===== config.mk =====
export PLATFORM = sky130hd
export DESIGN_NAME = lp_sleep_ctrl
export DESIGN_NICKNAME = d
export VERILOG_FILES = /design/src/rtl/lpsc_pkg.sv /design/src/rtl/lpsc_sync.sv /design/src/rtl/lpsc_cfg.sv /design/src/rtl/lpsc_fsm.sv /design/src/rtl/lp_sleep_ctrl.sv
export SDC_FILE = /design/constraint.sdc
export NUM_CORES = 1
export LEC_CHECK = 0
export CORE_UTILIZATION = 54
export CTS_CLUSTER_SIZE = 24
export DETAILED_ROUTE_END_ITERATION = 7
export PLACE_DENSITY = 0.75
export RECOVER_POWER = 25
export SLEW_MARGIN = 0
export SYNTH_ARGS = -nofsm -noshare
export SYNTH_HDL_FRONTEND = slang
export SYNTH_HIERARCHICAL = 1
export SYNTH_SLANG_ARGS = --single-unit
export TNS_END_PERCENT = 1

===== constraint.sdc =====
create_clock -name clk -period 2.6 [get_ports clk]
set_input_delay 0.26 -clock clk [delete_from_list [all_inputs] [get_ports clk]]
set_output_delay 0.26 -clock clk [all_outputs]
set_load 0.005 [all_outputs]

===== src/rtl/lpsc_pkg.sv =====
`timescale 1ns/1ps
package lpsc_pkg;
   typedef enum logic [1:0] {
      PS_AWAKE = 2'd0,
      PS_PAR   = 2'd1,
      PS_DPD   = 2'd2,
      PS_INIT  = 2'd3
   } pwr_state_e;
endpackage


===== src/rtl/lpsc_sync.sv =====
`timescale 1ns/1ps
// Synchroniser for the sleep pin; idles high (awake) during reset.
module lpsc_sync #(
   parameter int STAGES = 2
) (
   input  logic clk,
   input  logic rst_n,
   input  logic d,
   output logic q
);
   if (STAGES == 0) begin : g_pass
      assign q = d;
   end else begin : g_chain
      logic [STAGES-1:0] r;
      always_ff @(posedge clk) begin
         if (!rst_n) begin
            r <= '1;
         end else begin
            r[0] <= d;
            for (int i = 1; i < STAGES; i++) r[i] <= r[i-1];
         end
      end
      assign q = r[STAGES-1];
   end
endmodule


===== src/rtl/lpsc_cfg.sv =====
`timescale 1ns/1ps
// Sleep mode bit and software lock; writes accepted only when allowed.
module lpsc_cfg (
   input  logic clk,
   input  logic rst_n,
   input  logic accept,
   input  logic sw_wr,
   input  logic pin_wr,
   input  logic wr_mode,
   output logic mode_par,
   output logic sw_lock
);
   always_ff @(posedge clk) begin
      if (!rst_n) begin
         mode_par <= 1'b1;
         sw_lock  <= 1'b0;
      end else if (accept) begin
         if (pin_wr) begin
            mode_par <= wr_mode;
            sw_lock  <= 1'b0;
         end else if (sw_wr && wr_mode && mode_par) begin
            sw_lock  <= 1'b1;
         end
      end
   end
endmodule


===== src/rtl/lpsc_fsm.sv =====
`timescale 1ns/1ps
// Power state sequencer with initialisation countdown and data-valid flag.
module lpsc_fsm
   import lpsc_pkg::*;
#(
   parameter int INIT_CYC = 30000,
   localparam int CW = $clog2(INIT_CYC)
) (
   input  logic       clk,
   input  logic       rst_n,
   input  logic       sleep_n_s,
   input  logic       mode_par,
   input  logic       sw_lock,
   input  logic       host_wr,
   output pwr_state_e state,
   output logic       data_valid
);
   pwr_state_e       nxt;
   logic [CW-1:0]    cnt;

   always_comb begin
      nxt = state;
      unique case (state)
         PS_AWAKE: if (!sleep_n_s) begin
            if (!mode_par)      nxt = PS_DPD;
            else if (!sw_lock)  nxt = PS_PAR;
         end
         PS_PAR:   if (sleep_n_s) nxt = PS_AWAKE;
         PS_DPD:   if (sleep_n_s) nxt = PS_INIT;
         PS_INIT:  if (cnt == '0) nxt = PS_AWAKE;
         default:  nxt = PS_AWAKE;
      endcase
   end

   always_ff @(posedge clk) begin
      if (!rst_n) begin
         state      <= PS_AWAKE;
         cnt        <= '0;
         data_valid <= 1'b0;
      end else begin
         state <= nxt;
         if (state == PS_DPD && nxt == PS_INIT)
            cnt <= CW'(INIT_CYC - 1);
         else if (state == PS_INIT && cnt != '0)
            cnt <= cnt - 1'b1;
         if (nxt == PS_DPD)
            data_valid <= 1'b0;
         else if (state == PS_AWAKE && host_wr)
            data_valid <= 1'b1;
      end
   end
endmodule


===== src/rtl/lp_sleep_ctrl.sv =====
`timescale 1ns/1ps
module lp_sleep_ctrl
   import lpsc_pkg::*;
#(
   parameter int unsigned CLK_HZ      = 200_000_000,
   parameter int unsigned INIT_US     = 150,
   parameter int          SYNC_STAGES = 2
) (
   input  logic       clk,
   input  logic       rst_n,
   input  logic       sleep_n,
   input  logic       cfg_sw_wr,
   input  logic       cfg_pin_wr,
   input  logic       cfg_mode,
   input  logic       host_wr,
   output logic       refresh_en,
   output logic       busy,
   output logic       data_valid,
   output logic [1:0] pwr_state,
   output logic       mode_par,
   output logic       sw_lock
);
   localparam longint unsigned CYC_L =
      (64'(CLK_HZ) * 64'(INIT_US) + 64'd999_999) / 64'd1_000_000;
   localparam int INIT_CYC = int'(CYC_L);

   if (INIT_CYC < 2) begin : g_bad_cyc
      $error("lp_sleep_ctrl: initialisation must span at least two cycles");
   end
   if (SYNC_STAGES < 0 || SYNC_STAGES > 4) begin : g_bad_sync
      $error("lp_sleep_ctrl: SYNC_STAGES out of range 0..4");
   end

   logic       sleep_s;
   pwr_state_e st;

   lpsc_sync #(.STAGES(SYNC_STAGES)) sync_i (
      .clk(clk), .rst_n(rst_n), .d(sleep_n), .q(sleep_s)
   );

   lpsc_cfg cfg_i (
      .clk(clk), .rst_n(rst_n), .accept(st == PS_AWAKE),
      .sw_wr(cfg_sw_wr), .pin_wr(cfg_pin_wr), .wr_mode(cfg_mode),
      .mode_par(mode_par), .sw_lock(sw_lock)
   );

   lpsc_fsm #(.INIT_CYC(INIT_CYC)) fsm_i (
      .clk(clk), .rst_n(rst_n), .sleep_n_s(sleep_s),
      .mode_par(mode_par), .sw_lock(sw_lock), .host_wr(host_wr),
      .state(st), .data_valid(data_valid)
   );

   assign pwr_state  = st;
   assign refresh_en = (st != PS_DPD);
   assign busy       = (st == PS_INIT);
endmodule


==> flow_summary.yaml, run 1 <==
status:
  status: "completed"
final_layout:
  fillers: 178
  post-route-util_pct: 68.3
  drive_above_1_share_pct: 6.54
  final_net_count: 163
  n_antenna_cell: 0
  area_growth_pct: 15.7
global_route:
  antenna_found_initial: 0
  grt_pass1_vias: 994
  grt.total_usage_pct: 24.9
  grt_overflow_total: 0
  grt_max_degree: 20
  grt_pass1_wl_um: 4600
clock_network:
  insertion_delay_ps: 320
  post_cts_buffers: 0
  cts_tree: "built"
  postCtsHoldBufs: 0
  cts_buffers: 3
  cts_resized: 0
  cts_root_buffer: "clkbuf_4"
  htreeDepth: 1
  numClockSinks: 22
  cts_max_path_buffers: 2
  clkTransAtPathRegs_ps: 130
setup_path:
  cpPeakStageDelay_ps: 680
  crit_fanout: 8
  worst_path_max_delay_cell: "or4_1"
  crit_cells: 4
  end_kind: "flip-flop"
  crit_start: "fsm_i/cnt[8]"
  endpoint: "fsm_i/cnt[3]"
  critPathTopFamily: "simple AND/OR/NAND/NOR gates"
  crit_chain: "or3_4 -> or4_1 -> nor4_1 -> a311oi_1"
  r2r_cells: 4
  start_kind: "flip-flop"
  r2r_setup_slack_ps: 420
  r2r-start: "fsm_i/cnt[8]"
  worstSetupPathType: "flip-flop to flip-flop"
  crit_buf_inv: 0
  r2r_end: "fsm_i/cnt[3]"
  crit_required_ps: 2800
  arrival_ps: 2370
timing:
  finalClockSkew_ps: 10.4
  post-route-period-util_pct: 83.8
  fmax_ghz: 0.459
  rsz0062_at_grt: "no"
  tns_ps: 0
  max_slew_margin_pct: 39.4
  finalSetupViolCount: 0
  worst_pin_slew_ps: 901
  hold_viol_final: 0
  finalMaxSlewViolations: 0
  period_minus_slack_ps: 2180
pwr:
  leakage_nw: 0.558
  powerDensity_nw_per_um2: 506
  ir_drop_uv: 407
placement:
  portBuffers: 13
  place_congestion: 0.869
  post-dp-hpwl_um: 1950
synth:
  synth_top_area_share_pct: 36.9
  ys_warn_count: 6
  synth_area_per_cell_sq_um: 8.41
  synth_fp_nets: 151
  synth_edf_count: 0
  ys_seq_area_share_pct: 36.9
  synth.most_common_cell: "dfxtp_1"
  synth_area_sq_um: 1190
  ys_types: 44
  ys.flop_type: "dfxtp_1"
  synth_commonest_cells: "dfxtp_1, nand2_1, nor2_1"
  ys_seq_elements: 22
  yosysTopAreaCell: "dfxtp_1"
  async_flop_share_pct: 0
  synthTopCellsByArea: "dfxtp_1, and3_1, nor4_1"
  synthCells: 142
detailed_routing:
  drc: 0
  drt-total-wl_um: 2770
  vias: 1137
  antenna_left: 0
  wl_per_cell_um: 15.4
  viasPerCell: 6.32
  drtIter0Drc: 58
  drtPass1Iterations: 5
floorplanning:
  num_rows: 16
  die_x_um: 49.0
  dieArea_sq_um: 2400
  start_util_pct: 59.0
  num_io_pins: 14
  die_h_um: 49.0
  design.core.area_sq_um: 2020
worst_hold_path:
  hp-class: "flip-flop to flip-flop"
  min_from: "sync_i/g_chain.r[0]"
run:
  cap_violations: 0
sequential cells by signal, indices dropped and copies added, names as in the netlist:
name / cells
cfg_i/mode_par: 1
fsm_i/state: 2
fsm_i/cnt: 15
cfg_i/sw_lock: 1
sync_i/g_chain.r: 2
fsm_i/data_valid: 1
worst min path at each step:
stage / to / slack (ps) / depth (start not counted)
2_1_floorplan: sync_i/g_chain.r[0] / 330 / 1
3_5_place_dp: sync_i/g_chain.r[1] / 410 / 1
3_3_place_gp: sync_i/g_chain.r[1] / 400 / 1
4_1_cts: sync_i/g_chain.r[1] / 450 / 1
6_report: sync_i/g_chain.r[1] / 440 / 1
5_1_grt: sync_i/g_chain.r[1] / 460 / 1
worst reg2reg max path: stages (launching register included):
cell	delay [ps]
dfxtp_1	380
or3_4	430
or4_1	680
nor4_1	460
a311oi_1	110
metrics by stage:
stage	hold WS [ps]	area [sq um]	setup WS, ps	power (mW)	cells
2_1_floorplan	333	1190	591	0.415	142
3_3_place_gp	399	1330	555	0.439	176
3_5_place_dp	408	1330	451	0.442	176
4_1_cts	451	1390	445	0.706	180
5_1_grt	459	1380	372	0.731	180
6_report	441	1380	422	0.699	180
layer usage:
metal / wire length, um / GRT usage (%) / part of all wire (%) / up-vias
li1: - / - / - / 565
met4: 19 / 4.90 / 0.69 / 0
met5: 0 / 0 / 0 / -
met2: 1260 / 39.6 / 46 / 31
met1: 1310 / 33.9 / 47 / 537
met3: 175 / 6.85 / 6.3 / 4
report_power, final:
part | internal, mW | switching [mW] | total (mW)
Combinational | 0.0393 | 0.0391 | 0.0784
Clock | 0.156 | 0.109 | 0.265
Sequential | 0.345 | 0.0104 | 0.355
cell usage in the layout, fill, tap and decap left out, drive strengths merged, types with 2 or more instances in the layout:
cell	Yosys	layout
nor4	7	7
nand2b	4	4
a211oi	3	3
and3b	2	2
or3	4	4
clkdlybuf4s50	0	10
dfxtp	22	22
clkbuf	5	4
nor4b	2	2
or4	4	4
and3	7	7
a21oi	8	8
nand4	3	3
nand2	9	9
nor4bb	2	2
nor3	2	2
mux2i	3	3
a211o	3	3
ha	2	2
dlygate4sd3	0	3
o31ai	3	3
inv	6	6
nand3	6	6
o21ai	7	7
a311oi	2	2
nor2	9	9
kinds of logic after synthesis:
family / after synthesis / share of synthesized area (%)
flip-flops: 22 / 36.9
adder cells (fa/ha/maj): 2 / 2.10
multiplexers: 3 / 2.52
buffers and inverters: 14 / 5.24
AND/OR/NAND/NOR: 68 / 34.5
AO/OA/AOI/OAI: 33 / 18.8
cell type report:
class                      count  area [sq um]  share of cell area, %
clock buffer                   3          22.5                   1.63
clock inverter                 1          30.0                   2.17
inverter                       6          22.5                   1.63
multi-input combinational    106           691                   50.0
sequential                    22           440                   31.9
tap                           27          33.8                   2.45
timing repair buffer          15           141                   10.2
Note: power is estimated with default switching activity, not from simulation.
==> run 2, diff against run 1 <==
==> constraint.sdc (replaced) <==
create_clock -name clk -period 2.2 [get_ports clk]
set_input_delay 0.22 -clock clk [delete_from_list [all_inputs] [get_ports clk]]
set_output_delay 0.22 -clock clk [all_outputs]
set_load 0.005 [all_outputs]
==> run 2 against run 1 <==
Combinational power rose by 31%. Clock skew fell by 8.0 ps. Total power grew 19%. Die area did not move. Worst hold slack worse by 7.0 ps. Cell count rose by 2.8%. Register-to-register slack got worse by 290 ps. Setup slack got worse by 290 ps. Critical path type unchanged. Largest cell class unchanged.
==> flow_summary.yaml, run 2 (synthesized netlist as in run 1, its figures left out) <==
detailed_routing:
  wl_per_cell_um: 14.3
  drtPass1Iterations: 4
  drtIter0Drc: 27
  vias: 1135
  drt-total-wl_um: 2640
  antenna_left: 0
  drc: 0
  viasPerCell: 6.14
floorplanning:
  die_x_um: 49.0
  num_io_pins: 14
  design.core.area_sq_um: 2020
  start_util_pct: 59.0
  die_h_um: 49.0
  num_rows: 16
  dieArea_sq_um: 2400
final_layout:
  largest_register: "fsm_i/cnt"
  final_net_count: 168
  layout_common_cells: "dfxtp_1, clkdlybuf4s50_1, nor2_1, nand2_1, a21oi_1"
  reg_top3: "fsm_i/cnt x15, fsm_i/state x2, sync_i/g_chain.r x2"
  regArea_sq_um: 440
  multiInputGateArea_sq_um: 691
  n_antenna_cell: 0
  largest_reg_flops: 15
  fillers: 177
  final_common_cell: "dfxtp_1"
  area_growth_pct: 18.6
  drive_above_1_share_pct: 8.86
  post-route-util_pct: 70.0
  stdcell_count: 185
timing:
  period_minus_slack_ps: 2060
  hold_viol_final: 0
  finalMaxSlewViolations: 0
  rsz0062_at_grt: "no"
  fmax_ghz: 0.484
  post-route-period-util_pct: 93.8
  finalClockSkew_ps: 2.36
  max_slew_margin_pct: 55.0
  tns_ps: 0
  worst_pin_slew_ps: 675
  worst_slack_ps: 135
  finalSetupViolCount: 0
clock_network:
  cts_root_buffer: "clkbuf_4"
  numClockSinks: 22
  cts_max_path_buffers: 2
  clkTransAtPathRegs_ps: 130
  cts_resized: 0
  htreeDepth: 1
  post_cts_buffers: 0
  cts_tree: "built"
  insertion_delay_ps: 310
  cts_buffers: 3
  postCtsHoldBufs: 0
placement:
  post-dp-hpwl_um: 1900
  place_inst: 181
  portBuffers: 13
  dp_slack_ps: 141
  place_congestion: 0.880
pwr:
  finalPower_mw: 0.832
  leakage_nw: 0.577
  ir_drop_uv: 353
  powerDensity_nw_per_um2: 588
setup_path:
  cpPeakStageDelay_ps: 590
  crit_required_ps: 2390
  arrival_ps: 2260
  end_kind: "flip-flop"
  worstSetupPathType: "flip-flop to flip-flop"
  r2r_cells: 6
  start_kind: "flip-flop"
  worst_path_max_delay_cell: "or4b_2"
  crit_chain: "inv_1 -> ha_1 -> or4b_2 -> or4_4 -> mux2i_1 -> a21oi_1"
  crit_fanout: 5
global_route:
  grt_pass1_wl_um: 4640
  grt_max_degree: 19
  grt_pass1_vias: 1071
  antenna_found_initial: 0
  grt_overflow_total: 0
  grt.total_usage_pct: 24.5
status:
  status: "completed"
worst_hold_path:
  holdPathStages: 1
  hp-class: "flip-flop to flip-flop"
run:
  cap_violations: 0
-- run 2: per-stage QoR --
stage                     hold slack, ps  instance area (sq um)
final                                434                   1420
after global routing                 466                   1420
after CTS                            435                   1420
after detailed placement             408                   1370
after global placement               399                   1370
after floorplan                      293                   1190
-- run 2: path summary, 6_finish.rpt --
check	endpoint	slack (ps)	from
setup / recovery	fsm_i/cnt[1]	140	fsm_i/cnt[0]
hold / removal	sync_i/g_chain.r[1]	430	sync_i/g_chain.r[0]
setup reg to reg	fsm_i/cnt[1]	140	fsm_i/cnt[0]
hold reg to reg	sync_i/g_chain.r[1]	430	sync_i/g_chain.r[0]
-- run 2: layer usage --
metal	GRT usage (%)	vias to the layer above	part of all wire (%)
met5	0	-	0
met4	8.33	0	0.49
met3	3.43	2	3.9
met2	40.3	24	45
met1	32.8	538	50
li1	-	571	-
-- run 2: area by class of cell --
type	count	share of cell area [%]
timing repair buffer	20	12.4
multi-input combinational	106	48.8
clock buffer	3	1.59
sequential	22	31.1
tap	27	2.39
clock inverter	1	2.12
inverter	6	1.59
-- run 2: worst max-delay path, delay by kind of cell (launching register included) --
kind                     cells  cell delay, ps
AO/OA/AOI/OAI                1              90
adder cells (fa/ha/maj)      1             180
buffers and inverters        1              90
flip-flops                   1             360
multiplexers                 1             170
AND/OR/NAND/NOR              2            1070
-- run 2: power by group --
part	total [mW]	switching (mW)	internal (mW)
clock	0.311	0.127	0.184
sequential	0.418	0.0103	0.408
combinational	0.103	0.0487	0.0548
total	0.832	0.186	0.646
